$ cat config.mk
export PLATFORM = sky130hd
export DESIGN_NAME = bitclk_gen
export DESIGN_NICKNAME = d
export VERILOG_FILES = /design/src/rtl/bitclk_pkg.sv /design/src/rtl/bitclk_regs.sv /design/src/rtl/bitclk_prescale.sv /design/src/rtl/bitclk_shadow.sv /design/src/rtl/bitclk_bitctr.sv /design/src/rtl/bitclk_gen.sv
export SDC_FILE = /design/constraint.sdc
export NUM_CORES = 1
export LEC_CHECK = 0
export BUFFER_PORTS_ARGS = -buffer_cell sky130_fd_sc_hd__buf_2
export CAP_MARGIN = 20
export CORE_AREA = 8 8 135 137
export DETAILED_ROUTE_END_ITERATION = 10
export DIE_AREA = 0 0 143 145
export PLACE_DENSITY = 0.61
export SYNTH_ARGS = -nofsm -noshare
export SYNTH_HDL_FRONTEND = slang
export SYNTH_SLANG_ARGS = --single-unit
$ cat constraint.sdc
create_clock -name clk -period 4.7 [get_ports clk]
set_input_delay 0.47 -clock clk [delete_from_list [all_inputs] [get_ports clk]]
set_output_delay 0.47 -clock clk [all_outputs]
set_load 0.1 [all_outputs]
$ cat src/rtl/bitclk_pkg.sv
package bitclk_pkg;

  typedef enum logic [1:0] {
    MODE_X16  = 2'd0,
    MODE_RSVD = 2'd1,
    MODE_X4   = 2'd2,
    MODE_PROG = 2'd3
  } tmode_e;

  // register addresses; divisor bytes occupy consecutive addresses from A_DIV0
  localparam int A_DIV0 = 0;
  localparam int A_LCR  = 3;
  localparam int A_MODE = 4;
  localparam int A_SCNT = 5;
  localparam int A_SPT  = 6;

endpackage

$ cat src/rtl/bitclk_regs.sv
module bitclk_regs
  import bitclk_pkg::*;
#(
  parameter int DIV_W  = 16,
  parameter int DATA_W = 8,
  parameter int ADDR_W = 3,
  parameter int CNT_W  = 8
) (
  input  logic              clk,
  input  logic              rst_n,
  input  logic              wr,
  input  logic [ADDR_W-1:0] addr,
  input  logic [DATA_W-1:0] wdata,
  output logic [DATA_W-1:0] rdata,
  output logic [DIV_W-1:0]  div_o,
  output tmode_e            mode_o,
  output logic [CNT_W-1:0]  scnt_o,
  output logic [CNT_W-1:0]  spt_o
);
  localparam int NB = DIV_W / DATA_W;

  logic [DATA_W-1:0] lcr_q, lcr_d;
  logic              lcr_en;
  logic              lab;
  tmode_e            mode_q, mode_d;
  logic              mode_en;
  logic [CNT_W-1:0]  scnt_q, scnt_d, spt_q, spt_d;
  logic              scnt_en, spt_en;

  assign lab = lcr_q[DATA_W-1];

  // divisor byte lanes, reachable only with the latch-access bit set
  for (genvar i = 0; i < NB; i++) begin : g_lane
    localparam logic [DATA_W-1:0] RST_V = (i == 0) ? DATA_W'(1) : '0;
    logic [DATA_W-1:0] b_q, b_d;
    logic              b_en;

    always_comb begin
      b_en = wr && lab && (addr == ADDR_W'(A_DIV0 + i));
      b_d  = b_en ? wdata : b_q;
    end

    always_ff @(posedge clk or negedge rst_n) begin
      if (!rst_n)    b_q <= RST_V;
      else if (b_en) b_q <= b_d;
    end

    assign div_o[i*DATA_W +: DATA_W] = b_q;
  end

  always_comb begin
    lcr_en  = wr && (addr == ADDR_W'(A_LCR));
    mode_en = wr && (addr == ADDR_W'(A_MODE));
    scnt_en = wr && (addr == ADDR_W'(A_SCNT));
    spt_en  = wr && (addr == ADDR_W'(A_SPT));
    lcr_d   = lcr_en  ? wdata : lcr_q;
    mode_d  = mode_en ? tmode_e'(wdata[1:0]) : mode_q;
    scnt_d  = scnt_en ? wdata[CNT_W-1:0] : scnt_q;
    spt_d   = spt_en  ? wdata[CNT_W-1:0] : spt_q;
  end

  always_ff @(posedge clk or negedge rst_n) begin
    if (!rst_n) begin
      lcr_q  <= '0;
      mode_q <= MODE_X16;
      scnt_q <= '0;
      spt_q  <= '0;
    end else begin
      if (lcr_en)  lcr_q  <= lcr_d;
      if (mode_en) mode_q <= mode_d;
      if (scnt_en) scnt_q <= scnt_d;
      if (spt_en)  spt_q  <= spt_d;
    end
  end

  always_comb begin
    rdata = '0;
    for (int k = 0; k < NB; k++) begin
      if (lab && (addr == ADDR_W'(A_DIV0 + k))) rdata = div_o[k*DATA_W +: DATA_W];
    end
    if (addr == ADDR_W'(A_LCR))  rdata = lcr_q;
    if (addr == ADDR_W'(A_MODE)) rdata = DATA_W'(mode_q);
    if (addr == ADDR_W'(A_SCNT)) rdata = DATA_W'(scnt_q);
    if (addr == ADDR_W'(A_SPT))  rdata = DATA_W'(spt_q);
  end

  assign mode_o = mode_q;
  assign scnt_o = scnt_q;
  assign spt_o  = spt_q;

endmodule

$ cat src/rtl/bitclk_prescale.sv
module bitclk_prescale #(
  parameter int DIV_W = 16
) (
  input  logic             clk,
  input  logic             rst_n,
  input  logic             restart,
  input  logic [DIV_W-1:0] div_i,
  output logic             tick_o
);
  logic [DIV_W-1:0] cnt_q, cnt_d, last;
  logic             hit;

  always_comb begin
    last   = (div_i == '0) ? '0 : div_i - 1'b1;
    hit    = (cnt_q >= last);
    tick_o = hit && !restart;
    if (restart || hit) cnt_d = '0;
    else                cnt_d = cnt_q + 1'b1;
  end

  always_ff @(posedge clk or negedge rst_n) begin
    if (!rst_n) cnt_q <= '0;
    else        cnt_q <= cnt_d;
  end

endmodule

$ cat src/rtl/bitclk_shadow.sv
module bitclk_shadow
  import bitclk_pkg::*;
#(
  parameter int DIV_W = 16,
  parameter int CNT_W = 8
) (
  input  logic             clk,
  input  logic             rst_n,
  input  logic             load,
  input  logic [DIV_W-1:0] div_i,
  input  tmode_e           mode_i,
  input  logic [CNT_W-1:0] scnt_i,
  input  logic [CNT_W-1:0] spt_i,
  output logic [DIV_W-1:0] div_o,
  output tmode_e           mode_o,
  output logic [CNT_W-1:0] scnt_o,
  output logic [CNT_W-1:0] spt_o
);
  logic [DIV_W-1:0] div_d;
  tmode_e           mode_d;
  logic [CNT_W-1:0] scnt_d, spt_d;

  always_comb begin
    div_d  = load ? div_i  : div_o;
    mode_d = load ? mode_i : mode_o;
    scnt_d = load ? scnt_i : scnt_o;
    spt_d  = load ? spt_i  : spt_o;
  end

  always_ff @(posedge clk or negedge rst_n) begin
    if (!rst_n) begin
      div_o  <= DIV_W'(1);
      mode_o <= MODE_X16;
      scnt_o <= '0;
      spt_o  <= '0;
    end else if (load) begin
      div_o  <= div_d;
      mode_o <= mode_d;
      scnt_o <= scnt_d;
      spt_o  <= spt_d;
    end
  end

endmodule

$ cat src/rtl/bitclk_bitctr.sv
module bitclk_bitctr
  import bitclk_pkg::*;
#(
  parameter int CNT_W    = 8,
  parameter int WIDE_N   = 16,
  parameter int NARROW_N = 4
) (
  input  logic             clk,
  input  logic             rst_n,
  input  logic             restart,
  input  logic             tick,
  input  tmode_e           mode,
  input  logic [CNT_W-1:0] scnt,
  input  logic [CNT_W-1:0] spt,
  output logic             bit_stb,
  output logic             smp_stb,
  output logic [CNT_W-1:0] idx_o
);
  localparam logic [CNT_W-1:0] WIDE_LAST   = CNT_W'(WIDE_N - 1);
  localparam logic [CNT_W-1:0] WIDE_MID    = CNT_W'(WIDE_N / 2);
  localparam logic [CNT_W-1:0] NARROW_LAST = CNT_W'(NARROW_N - 1);
  localparam logic [CNT_W-1:0] NARROW_MID  = CNT_W'(NARROW_N / 2);

  logic [CNT_W-1:0] idx_q, idx_d, last, samp;
  logic             idx_en;

  always_comb begin
    case (mode)
      MODE_X4:   begin last = NARROW_LAST; samp = NARROW_MID; end
      MODE_PROG: begin last = scnt;        samp = spt;        end
      default:   begin last = WIDE_LAST;   samp = WIDE_MID;   end
    endcase
  end

  always_comb begin
    idx_en = restart || tick;
    if (restart)            idx_d = '0;
    else if (idx_q == last) idx_d = '0;
    else                    idx_d = idx_q + 1'b1;
    bit_stb = tick && (idx_q == last);
    smp_stb = tick && (idx_q == samp);
  end

  always_ff @(posedge clk or negedge rst_n) begin
    if (!rst_n)      idx_q <= '0;
    else if (idx_en) idx_q <= idx_d;
  end

  assign idx_o = idx_q;

endmodule

$ cat src/rtl/bitclk_gen.sv
module bitclk_gen
  import bitclk_pkg::*;
#(
  parameter int DIV_W    = 16,
  parameter int DATA_W   = 8,
  parameter int ADDR_W   = 3,
  parameter int CNT_W    = 8,
  parameter int WIDE_N   = 16,
  parameter int NARROW_N = 4
) (
  input  logic              clk,
  input  logic              rst_n,
  input  logic              reg_wr,
  input  logic [ADDR_W-1:0] reg_addr,
  input  logic [DATA_W-1:0] reg_wdata,
  output logic [DATA_W-1:0] reg_rdata,
  input  logic              rx_restart,
  output logic              tick_o,
  output logic              bit_stb,
  output logic              smp_stb
);
  logic [DIV_W-1:0] pend_div, act_div;
  tmode_e           pend_mode, act_mode;
  logic [CNT_W-1:0] pend_scnt, pend_spt, act_scnt, act_spt;
  logic [CNT_W-1:0] tick_idx;
  logic             cfg_load;

  assign cfg_load = bit_stb || rx_restart;

  bitclk_regs #(.DIV_W(DIV_W), .DATA_W(DATA_W), .ADDR_W(ADDR_W), .CNT_W(CNT_W)) u_regs (
    .clk(clk), .rst_n(rst_n), .wr(reg_wr), .addr(reg_addr), .wdata(reg_wdata),
    .rdata(reg_rdata), .div_o(pend_div), .mode_o(pend_mode), .scnt_o(pend_scnt),
    .spt_o(pend_spt)
  );

  bitclk_shadow #(.DIV_W(DIV_W), .CNT_W(CNT_W)) u_shadow (
    .clk(clk), .rst_n(rst_n), .load(cfg_load),
    .div_i(pend_div), .mode_i(pend_mode), .scnt_i(pend_scnt), .spt_i(pend_spt),
    .div_o(act_div), .mode_o(act_mode), .scnt_o(act_scnt), .spt_o(act_spt)
  );

  bitclk_prescale #(.DIV_W(DIV_W)) u_pre (
    .clk(clk), .rst_n(rst_n), .restart(rx_restart), .div_i(act_div), .tick_o(tick_o)
  );

  bitclk_bitctr #(.CNT_W(CNT_W), .WIDE_N(WIDE_N), .NARROW_N(NARROW_N)) u_bit (
    .clk(clk), .rst_n(rst_n), .restart(rx_restart), .tick(tick_o),
    .mode(act_mode), .scnt(act_scnt), .spt(act_spt),
    .bit_stb(bit_stb), .smp_stb(smp_stb), .idx_o(tick_idx)
  );

endmodule

# == After elaboration in Yosys (flattened, before gate mapping) ==
# Cells that the tools add are included.
# totals
wordCells,55
regBits,100
out_inout_bits,11
in_bits,15
# classes
mux,12
n_eq_ne,9
reduce_logical,18
n_addsub,3
n_lt_le_gt_ge,1
# op_table
op,count
two-way mux 8 bit,8
two-way mux 16 bit,2
case mux 8 bit (2 select lines),2
"adder 16 x 1 -> 16 bit, second input constant",1
equality test 8 bit,2
>= comparator 16 bit,1
zero test 16 bit,1
"subtractor 16 x 1 -> 16 bit, second input constant",1
logical AND 1 bit,12
"equality test 3 bit, second input constant",3
"adder 8 x 1 -> 8 bit, second input constant",1
"equality test 2 bit, second input constant",2
"equality test 3 x 1 -> 1 bit, second input constant",1
"equality test 3 x 2 -> 1 bit, second input constant",1
zero test 3 bit,1
logical OR 1 bit,3
zero test 1 bit,1

# == Longest topological paths before layout ==
# Gate-level depths: netlist of the first run.
# logic_depth
word_depth,8
mapped_depth,15
mapped_depth_nobuf,13

# == Hierarchy ==
# Synthesis of the first run repeated with hierarchy kept, for this count alone.
# unflattened
hier_cells,510
hier_area_um2,5992.0
# modules_own_cells
mod,seq_area_each_um2,cells_per_inst,instances,area_each_um2
bitclk_regs,1052.3,149,1,2034.5
bitclk_prescale,400.4,177,1,1661.6
bitclk_shadow,852.1,72,1,1418.9
bitclk_bitctr,200.2,111,1,870.8
bitclk_gen,0.0,1,1,6.3

# == Worst setup path after synthesis of the first run ==
# No wires, ideal clock.
# synth_path
path_type,reg2out
from,register u_shadow.div_o[9]
to,output smp_stb
required_time_ps,4230
path_stages_with_launch,14
path_slack_ps,-3447
arrival_time_ps,7677
cell_sequence,dfrtp_1 > or4_4 > or3_4 > or4_1 > or3_4 > and2_2 > ha_1 > nand2b_1 > a31oi_1 > o21ai_0 > a21oi_1 > clkbuf_1 > nor2_1 > nor4b_1
# synth_between
elab_chain_cells,5
elab_cells_between_ends,6
classes_between,add/sub: 1; order compare: 1; mux: 1; reduce/logical: 3
# synth_lines
element,line_no,rtl
"start, declared",bitclk_shadow.sv:14,"output logic [DIV_W-1:0] div_o,"
"start signal, assigned",bitclk_shadow.sv:37,div_o <= div_d;
subtractor 16 x 1 -> 16 bit or zero test 16 bit (tied branches),bitclk_prescale.sv:14,last = (div_i == '0) ? '0 : div_i - 1'b1;
two-way mux 16 bit *,bitclk_prescale.sv:14,
>= comparator 16 bit *,bitclk_prescale.sv:15,hit = (cnt_q >= last);
logical AND 1 bit *,bitclk_prescale.sv:16,tick_o = hit && !restart;
named net tick_o,bitclk_gen.sv:18,"output logic tick_o,"
logical AND 1 bit *,bitclk_bitctr.sv:41,smp_stb = tick && (idx_q == samp);
"end, declared",bitclk_gen.sv:20,output logic smp_stb
# Mark *: on every way through the listed nets, which the timed path passes. The rest lies on a longest branch.

# == Final worst setup path of the first run ==
# layout_path
from,register u_shadow.div_o[9]
to,output smp_stb
# layout_between
elab_chain_cells,5
elab_cells_between_ends,6
classes_between,add/sub: 1; order compare: 1; mux: 1; reduce/logical: 3
# layout_lines
element,line_no
subtractor 16 x 1 -> 16 bit or zero test 16 bit (tied branches),bitclk_prescale.sv:14
two-way mux 16 bit *,bitclk_prescale.sv:14
>= comparator 16 bit *,bitclk_prescale.sv:15
logical AND 1 bit *,bitclk_prescale.sv:16
logical AND 1 bit *,bitclk_bitctr.sv:41
# Mark *: on every way between the ends. The rest lies on a longest branch, timed or not.

==> results.sh, run 1 <==
export IMPL_status="finished clean"
export IMPL_critPathArrivalTime_ns=4.21
export IMPL_cts_clk_slew_worst_paths_ns=0.07
export IMPL_grt_pass1_vias=3957
export IMPL_slew_violations=0
export IMPL_place_ws_ns=0.226
export IMPL_synth_edf_count=0
export IMPL_worst_setup_path_type="flop to primary output"
export IMPL_synth_top_flop_cell="dfrtp_1"
export IMPL_cap_violations=0
export IMPL_syn_avg_cell_area_sq_um=10.6
export IMPL_die_y_um=145
export IMPL_worstReg2RegStart="u_shadow.div_o[9]"
export IMPL_ir_drop_mv=0.348
export IMPL_viasPerCell=5.25
export IMPL_cp_end_kind="primary output"
export IMPL_cts_made_buffers=9
export IMPL_synth_nets=555
export IMPL_seq_area_frac_synth_pct=45.3
export IMPL_dr_pass1_iters=4
export IMPL_die_area_sq_mm=0.0207
export IMPL_dp_cells=741
export IMPL_worst_slack_ns=0.0227
export IMPL_slowest_stage="or4_4"
export IMPL_grt_pass1_wl_um=21000
export IMPL_final_cells=770
export IMPL_drt_initial_drc_count=295
export IMPL_synth_area_sq_mm=0.00554
export IMPL_cts_tree="done"
export IMPL_grt_max_degree=59
export IMPL_skew_ns=0.00731
export IMPL_final_hold_viol_count=0
export IMPL_initial_utilization_pct=34.2
export IMPL_ys_types=54
export IMPL_die_w_um=143
export IMPL_utilization_pct=39.9
export IMPL_cts_hold_buffers_added=0
export IMPL_wire_per_inst_um=16.8
export IMPL_leakage_uw=0.00276
export IMPL_fin_crit_ns=4.68
export IMPL_critPathMaxStageDelay_ns=0.55
export IMPL_ios=26
export IMPL_ant_nets=0
export IMPL_drive_above_1_share_pct=29.5
export IMPL_diodes=0
export IMPL_io_buffers=25
export IMPL_relSlewSlack_pct=51.9
export IMPL_tightest_slew_ns=0.722
export IMPL_ys_warn_count=0
export IMPL_most_common_layout_cells="dfrtp_1, mux2_2, nor2_1, nand2_1, nand3_1"
export IMPL_hold_class="input pin to async pin"
export IMPL_crit_required_ns=4.23
export IMPL_drc=0
export IMPL_rsz0062_at_grt="true"
export IMPL_synthToLayoutAreaGrowth_pct=16.7
export IMPL_power_density_mw_per_mm2=462
export IMPL_synthArstFlopShare_pct=100
export IMPL_p_total_uw=2980
export IMPL_synthCells=520
export IMPL_cp_max_fo=6
export IMPL_track_usage_pct=12.7
export IMPL_clock_sinks=100
export IMPL_cts_path_max_buffers=2
export IMPL_reg2reg_to="u_shadow.div_o[13]"
export IMPL_final_setup_viol_count=0
export IMPL_grt_overflow_total=0
export IMPL_num_vias=4044
export IMPL_fillerInstances=1549
export IMPL_antenna_found_initial=0
export IMPL_timing_fmax_ghz=0.214
export IMPL_regToRegSetupSlack_ns=0.23
export IMPL_r2r_worst_path_cells=15
export IMPL_htreeDepth=3
export IMPL_critical_path_cell_chain="or4_4 -> or3_4 -> or4_4 -> or3_4 -> buf_4 -> nand2_1 -> ha_4 -> a21oi_4 -> a211oi_2 -> a2111o_1 -> a21oi_4 -> nor2_4 -> nor4b_4 -> buf_12"
export IMPL_synth_seq_cells=100
export IMPL_layout_commonest_cell="dfrtp_1"
export IMPL_root_buffer="clkbuf_16"
export IMPL_num_rows=47
export IMPL_wl_um=12900
export IMPL_hpwlAfterDp_um=9140
export IMPL_insertion_delay_ns=0.36
export IMPL_nets=580
export IMPL_fp_coreArea_sq_mm=0.0162
export IMPL_crit_path_start_kind="flop"
export IMPL_min_period_over_period_pct=99.5
export IMPL_gp_congestion=0.833
cell usage after synthesis (5+ instances only):
cell type | count | area share [%]
and3_1 | 8 | 0.90
nor4_1 | 8 | 0.90
a22o_1 | 8 | 1.3
inv_1 | 10 | 0.68
mux2_2 | 77 | 16
a31oi_1 | 7 | 0.79
xor2_1 | 19 | 3.0
nand3_1 | 23 | 2.1
nand2_1 | 38 | 2.6
o32ai_1 | 5 | 0.79
nand4_1 | 7 | 0.79
a21oi_1 | 17 | 1.5
clkbuf_1 | 20 | 1.4
o21ai_0 | 12 | 1.1
dfrtp_1 | 98 | 44
nor2_1 | 39 | 2.6
xnor2_1 | 14 | 2.2
buf_2 | 7 | 0.63
nor3_1 | 10 | 0.90
a22oi_1 | 6 | 0.81
nor2b_1 | 9 | 1.0
ha_1 | 20 | 4.5
a221oi_1 | 5 | 0.79
final cells by class:
type,count,area (sq um),share of cell area (%)
clock buffers,10,239,3.70
multi-input cells,382,3000,46.4
flip-flops and latches,100,2500,38.8
well taps,220,275,4.26
inverters,10,37.5,0.581
clock inverters,6,105,1.63
repair buffers,42,297,4.59
worst max-delay path: cells and delay by family (launching register included):
| family | cells | cell delay, ns |
|---|---|---|
| simple gates | 7 | 2.02 |
| flops | 1 | 0.40 |
| buf+inv | 2 | 0.34 |
| fa+ha+maj | 1 | 0.22 |
| compound gates | 4 | 0.85 |
registers in the layout, indices dropped and copies added, names as in the netlist:
signal,flops
u_regs.g_lane.b_q,16
u_regs.mode_o,2
u_regs.spt_o,8
u_shadow.div_o,16
u_shadow.spt_o,8
u_shadow.scnt_o,8
u_shadow.mode_o,2
u_regs.scnt_o,8
u_pre.cnt_q,16
u_bit.idx_o,8
u_regs.lcr_q,8
metrics by stage:
stage | TNS (ns) | hold WS (ns) | instance area, sq um
global placement | 0 | 0.489 | 5910
finish | 0 | 0.158 | 6460
floorplan | -0.591 | 0.174 | 5580
global route | -0.242 | 0.210 | 6460
CTS | 0 | 0.181 | 6260
detailed placement | 0 | 0.494 | 5910
kinds of logic (layout without fill, tap and decap cells):
group / after synthesis / after routing / share of synthesized area (%)
xor+xnor: 33 / 33 / 5.22
mux: 78 / 78 / 15.8
compound gates: 81 / 81 / 10.4
buf+inv: 38 / 68 / 2.87
flops: 100 / 100 / 45.3
simple gates: 170 / 170 / 15.9
fa+ha+maj: 20 / 20 / 4.52
worst max-delay path by stage:
stage,start,end,slack (ns),cells past startpoint
finish,u_shadow.div_o[9],smp_stb,0.02,14
global route,u_shadow.div_o[9],smp_stb,-0.1,14
CTS,u_shadow.div_o[8],bit_stb,0.02,12
detailed placement,u_shadow.div_o[8],u_shadow.div_o[13],0.23,13
global placement,u_shadow.div_o[9],u_shadow.mode_o[1],0.36,13
floorplan,u_shadow.div_o[9],smp_stb,-0.52,13
timing repair:
action,in CTS,in global routing
gates cloned,0,0
pin swaps,1,5
endpoints found under the hold margin,0,0
setup endpoints to repair,3,3
gates resized for setup,1,21
buffers inserted,1,12
per-layer routing:
layer	global-route usage [%]	part of all wire [%]
met5	0	0
met4	5.85	2.5
met3	3.12	3.0
met2	19.2	47
met1	16.8	47
power breakdown:
group,switching [uW],internal [uW]
clock network,352,492
registers,224,1060
logic,444,413
No activity file was read; power rests on OpenSTA's default activity.
==> run 2: changes to the inputs <==
- CORE_AREA: 8 8 135 137 -> 8 8 150 124
- DIE_AREA: 0 0 143 145 -> 0 0 158 132
==> results.sh, run 2 (synthesized netlist as in run 1, its figures left out) <==
export IMPL_p_total_uw=2820
export IMPL_critical_path_cell_chain="or4_4 -> or3_4 -> or4_4 -> or3_4 -> nand2_1 -> ha_1 -> a21oi_1 -> o21ai_0 -> a2111o_1 -> a21oi_2 -> buf_6 -> nor2_4 -> nor4b_4 -> buf_6"
export IMPL_final_hold_viol_count=0
export IMPL_root_buffer="clkbuf_16"
export IMPL_min_period_over_period_pct=98.2
export IMPL_cts_made_buffers=9
export IMPL_cp_max_fo=7
export IMPL_diodes=0
export IMPL_die_area_sq_mm=0.0209
export IMPL_drc=0
export IMPL_layout_commonest_cell="dfrtp_1"
export IMPL_slowest_stage="or4_4"
export IMPL_met3_wirelength_um=427
export IMPL_startpoint="u_shadow.div_o[9]"
export IMPL_wl_um=12800
export IMPL_rsz0062_at_grt="true"
export IMPL_postLayoutCellArea_sq_mm=0.00627
export IMPL_viasPerCell=5.29
export IMPL_critPathMaxStageDelay_ns=0.55
export IMPL_cap_violations=0
export IMPL_skew_ns=0.0116
export IMPL_drt_initial_drc_count=270
export IMPL_relSlewSlack_pct=46.9
export IMPL_grt_pass1_vias=4083
export IMPL_timing_fmax_ghz=0.217
export IMPL_cts_hold_buffers_added=0
export IMPL_status="finished clean"
export IMPL_r2r_worst_path_cells=15
export IMPL_htreeDepth=3
export IMPL_slew_violations=0
export IMPL_power_density_mw_per_mm2=449
export IMPL_cts_path_max_buffers=2
export IMPL_m1WireLength_um=6340
export IMPL_grt_pass1_wl_um=20800
export IMPL_wire_per_inst_um=16.8
export IMPL_ant_nets=0
export IMPL_die_w_um=158
export IMPL_worstReg2RegStart="u_shadow.div_o[9]"
export IMPL_dpl_instance_area_sq_mm=0.00589
export IMPL_final_setup_viol_count=0
export IMPL_grt_overflow_total=0
export IMPL_insertion_delay_ns=0.35
export IMPL_reg2reg_to="u_shadow.spt_o[6]"
export IMPL_dr_pass1_iters=5
export IMPL_reg_top3="u_pre.cnt_q (16), u_regs.g_lane.b_q (16), u_shadow.div_o (16)"
export IMPL_fp_coreArea_sq_mm=0.0162
export IMPL_track_usage_pct=12.5
export IMPL_ir_drop_mv=0.244
export IMPL_die_y_um=132
export IMPL_worst_setup_path_type="flop to primary output"
export IMPL_cts_tree="done"
export IMPL_num_rows=42
export IMPL_tightest_slew_ns=0.794
export IMPL_hold_class="input pin to async pin"
export IMPL_critPathArrivalTime_ns=4.15
export IMPL_routed_wl_met2_um=5850
export IMPL_cp_end_kind="primary output"
export IMPL_fin_crit_ns=4.62
export IMPL_io_buffers=25
export IMPL_gp_congestion=0.839
export IMPL_most_common_layout_cells="dfrtp_1, mux2_2, nand2_1, nor2_1, nand3_1"
export IMPL_synthToLayoutAreaGrowth_pct=13.3
export IMPL_grt_max_degree=56
export IMPL_crit_required_ns=4.23
export IMPL_clock_sinks=100
export IMPL_cts_clk_slew_worst_paths_ns=0.07
export IMPL_hpwlAfterDp_um=9180
export IMPL_initial_utilization_pct=34.2
export IMPL_nets=574
export IMPL_regToRegSetupSlack_ns=0.24
export IMPL_ios=26
export IMPL_drive_above_1_share_pct=27.2
export IMPL_top_layer="met4"
export IMPL_leakage_uw=0.00269
export IMPL_num_vias=4040
export IMPL_crit_path_start_kind="flop"
export IMPL_antenna_found_initial=0
-- run 2: worst max-delay path, delay by kind of cell, from the launching register on --
family                   cells  cell delay [ns]
AO/OA/AOI/OAI                4             0.82
adder cells (fa/ha/maj)      1             0.25
buffers and inverters        2             0.33
flip-flops                   1             0.39
AND/OR/NAND/NOR              7             2.00
-- run 2: metrics by stage --
| step | TNS (ns) | hold slack [ns] | utilization (%) | worst slack, ns | cells |
|---|---|---|---|---|---|
| 2_1_floorplan | -0.591 | 0.174 | - | -0.519 | 520 |
| 3_3_place_gp | 0 | 0.489 | 36.4 | 0.240 | 741 |
| 3_5_place_dp | 0 | 0.501 | 36.4 | 0.116 | 741 |
| 4_1_cts | 0 | 0.137 | 38.5 | 0.0110 | 761 |
| 5_1_grt | -0.0624 | 0.167 | 38.8 | -0.0481 | 764 |
| 6_report | 0 | 0.125 | 38.8 | 0.0837 | 764 |
-- run 2: layer usage --
layer	GRT usage, %	up-vias
li1	-	1932
met1	17.2	2017
met2	19.2	77
met3	2.59	14
met4	3.87	0
met5	0	-
-- run 2: worst max-delay path by stage --
stage	endpoint	cells past startpoint
final	smp_stb	14
after global routing	smp_stb	14
after CTS	smp_stb	14
after detailed placement	smp_stb	14
after global placement	smp_stb	14
after floorplan	smp_stb	13
-- run 2: timing repair --
| action | in CTS | in global routing |
|---|---|---|
| buffers inserted | 3 | 2 |
| hold endpoints to repair | 0 | 0 |
| pin swaps | 2 | 4 |
| setup endpoints to repair | 3 | 3 |
| resized for setup | 6 | 4 |
| gates cloned | 1 | 0 |
-- run 2: final cells by class --
class / count / area (sq um)
clock buffer: 10 / 229
clock inverter: 6 / 53.8
fill: 1622 / 9910
inverter: 10 / 37.5
multi-input combinational: 383 / 2940
sequential: 100 / 2500
tap: 220 / 275
timing repair buffer: 35 / 228
-- run 2: power by group --
part	internal (uW)	total (uW)	switching, uW
combinational	389	827	438
sequential	1060	1280	222
clock	370	712	342
total	1820	2820	1000
==> run 3: changes to the inputs <==
- clock period: 4.7 -> 4.23 ns (I/O delays scaled with it)
==> results.sh, run 3 (synthesized netlist as in run 1, its figures left out) <==
export IMPL_antenna_found_initial=0
export IMPL_num_vias=4140
export IMPL_cp_end_kind="primary output"
export IMPL_cts_tree="done"
export IMPL_clock_power_share_pct=26.2
export IMPL_cts_made_buffers=9
export IMPL_diodes=0
export IMPL_dpl_instance_area_sq_mm=0.00597
export IMPL_utilization_pct=40.1
export IMPL_wl_um=13000
export IMPL_postLayoutCellArea_sq_mm=0.00648
export IMPL_worst_setup_path_type="flop to primary output"
export IMPL_htreeDepth=3
export IMPL_slew_violations=0
export IMPL_switching_share_pct=34.5
export IMPL_cts_hold_buffers_added=0
export IMPL_ir_drop_mv=0.234
export IMPL_cts_path_max_buffers=2
export IMPL_drt_initial_drc_count=276
export IMPL_whs_ns=0.192
export IMPL_die_w_um=158
export IMPL_final_setup_viol_count=3
export IMPL_num_rows=42
export IMPL_root_buffer="clkbuf_16"
export IMPL_power_density_mw_per_mm2=500
export IMPL_multi_input_area_sq_mm=0.00302
export IMPL_track_usage_pct=12.8
export IMPL_die_area_sq_mm=0.0209
export IMPL_die_y_um=132
export IMPL_relSlewSlack_pct=45.1
export IMPL_status="finished with violations"
export IMPL_pwr_share_comb_pct=29.9
export IMPL_fin_crit_ns=4.55
export IMPL_io_buffers=25
export IMPL_initial_utilization_pct=34.2
export IMPL_fillerInstances=1587
export IMPL_cts_clk_slew_worst_paths_ns=0.07
export IMPL_grt_pass1_wl_um=21600
export IMPL_skew_ns=0.00975
export IMPL_drc=0
export IMPL_insertion_delay_ns=0.34
export IMPL_grt_overflow_total=0
export IMPL_final_hold_viol_count=0
export IMPL_dr_pass1_iters=4
export IMPL_crit_required_ns=3.81
export IMPL_ios=26
export IMPL_r2r_worst_path_cells=13
export IMPL_crit_path_start_kind="flop"
export IMPL_drive_above_1_share_pct=30.1
export IMPL_cap_violations=0
export IMPL_timing_fmax_ghz=0.220
export IMPL_seq_power_share_pct=43.8
export IMPL_synthToLayoutAreaGrowth_pct=17.2
export IMPL_gp_congestion=0.861
export IMPL_fp_coreArea_sq_mm=0.0162
export IMPL_p_int_uw=2120
export IMPL_rsz0062_at_grt="true"
export IMPL_worst_slack_ns=-0.315
export IMPL_nets=581
export IMPL_wire_per_inst_um=16.9
export IMPL_grt_max_degree=66
export IMPL_leakage_uw=0.00277
export IMPL_layout_commonest_cell="dfrtp_1"
export IMPL_regToRegSetupSlack_ns=0.05
export IMPL_hpwlAfterDp_um=9250
export IMPL_reg_top3="u_pre.cnt_q (16), u_regs.g_lane.b_q (16), u_shadow.div_o (16)"
export IMPL_tightest_slew_ns=0.824
export IMPL_grt_pass1_vias=4181
export IMPL_critPathArrivalTime_ns=4.12
export IMPL_seqCellArea_sq_mm=0.00250
export IMPL_cp_max_fo=6
export IMPL_ant_nets=0
export IMPL_min_period_over_period_pct=107
export IMPL_most_common_layout_cells="dfrtp_1, mux2_2, nor2_1, nand2_1, nand3_1"
export IMPL_switchingPower_uw=1120
export IMPL_place_ws_ns=-0.0382
export IMPL_clock_sinks=100
export IMPL_violations="negative setup slack"
export IMPL_hold_class="input pin to async pin"
export IMPL_viasPerCell=5.37
run 3: cell count changes in the layout (fill, tap and decap cells not counted), moves of 2 or more:
cell and change:
buf_4 +4, buf_12 +3, nand2_1 -3, ha_1 -2, ha_4 +2, nand2_4 +2, nor4_1 -2, nor4_2 +2
run 3: cell type report:
type                       instances  share of cell area [%]
clock buffer                      11                    3.74
clock inverter                     5                    1.02
inverter                          10                   0.579
multi-input combinational        383                    46.6
sequential                       100                    38.6
tap                              220                    4.24
timing repair buffer              42                    5.21
run 3: worst max-delay path, stage by stage, from the launching register on:
cell and delay [ns]:
dfrtp_1 0.38, or4_4 0.53, or3_4 0.34, or4_4 0.44
or3_4 0.40, nand2_1 0.09, ha_1 0.24, a21oi_1 0.14
o21ai_0 0.12, a2111o_1 0.43, a21oi_2 0.16, buf_6 0.14
nor2_4 0.04, nor4b_4 0.15, buf_12 0.18
run 3: power by group through the flow:
stage | registers, uW | logic (uW) | clock network, uW
finish | 1420 | 971 | 851
global route | 1460 | 1080 | 921
CTS | 1410 | 952 | 873
detailed placement | 1430 | 909 | 0
global placement | 1420 | 873 | 0
floorplan | 1330 | 726 | 0
run 3: layer usage:
metal  vias to the layer above  track usage [%]  wire length (um)
met5                         -                0                 0
met4                         0             5.13               220
met3                        14             2.69               505
met2                        96             18.5              5810
met1                      2068             18.2              6490
li1                       1962                -                 -
run 3: path summary, 6_finish.rpt:
kind / from / endpoint
min in group clk: reg_wdata[0] / u_regs.mode_o[0]
max in group asynchronous: rst_n / u_shadow.div_o[0]
max reg2reg: u_shadow.div_o[9] / u_shadow.scnt_o[6]
max: u_shadow.div_o[9] / smp_stb
min: rst_n / u_regs.g_lane[1].b_q[2]
min reg2reg: u_regs.lcr_q[1] / u_regs.lcr_q[1]
run 3: what timing repair did:
item	4_1_cts	5_1_grt
setup endpoints to repair	7	53
resized for setup	22	7
pin swaps	1	3
cloned	1	1
hold endpoints to repair	0	0
buffers inserted	4	1
run 3: stage by stage:
| step | total power (uW) | setup TNS, ns | instances |
|---|---|---|---|
| detailed placement | 2340 | -0.138 | 748 |
| finish | 3240 | -0.872 | 771 |
| global placement | 2290 | 0 | 748 |
| floorplan | 2060 | -0.959 | 520 |
| global route | 3460 | -3.18 | 771 |
| CTS | 3240 | -0.820 | 769 |
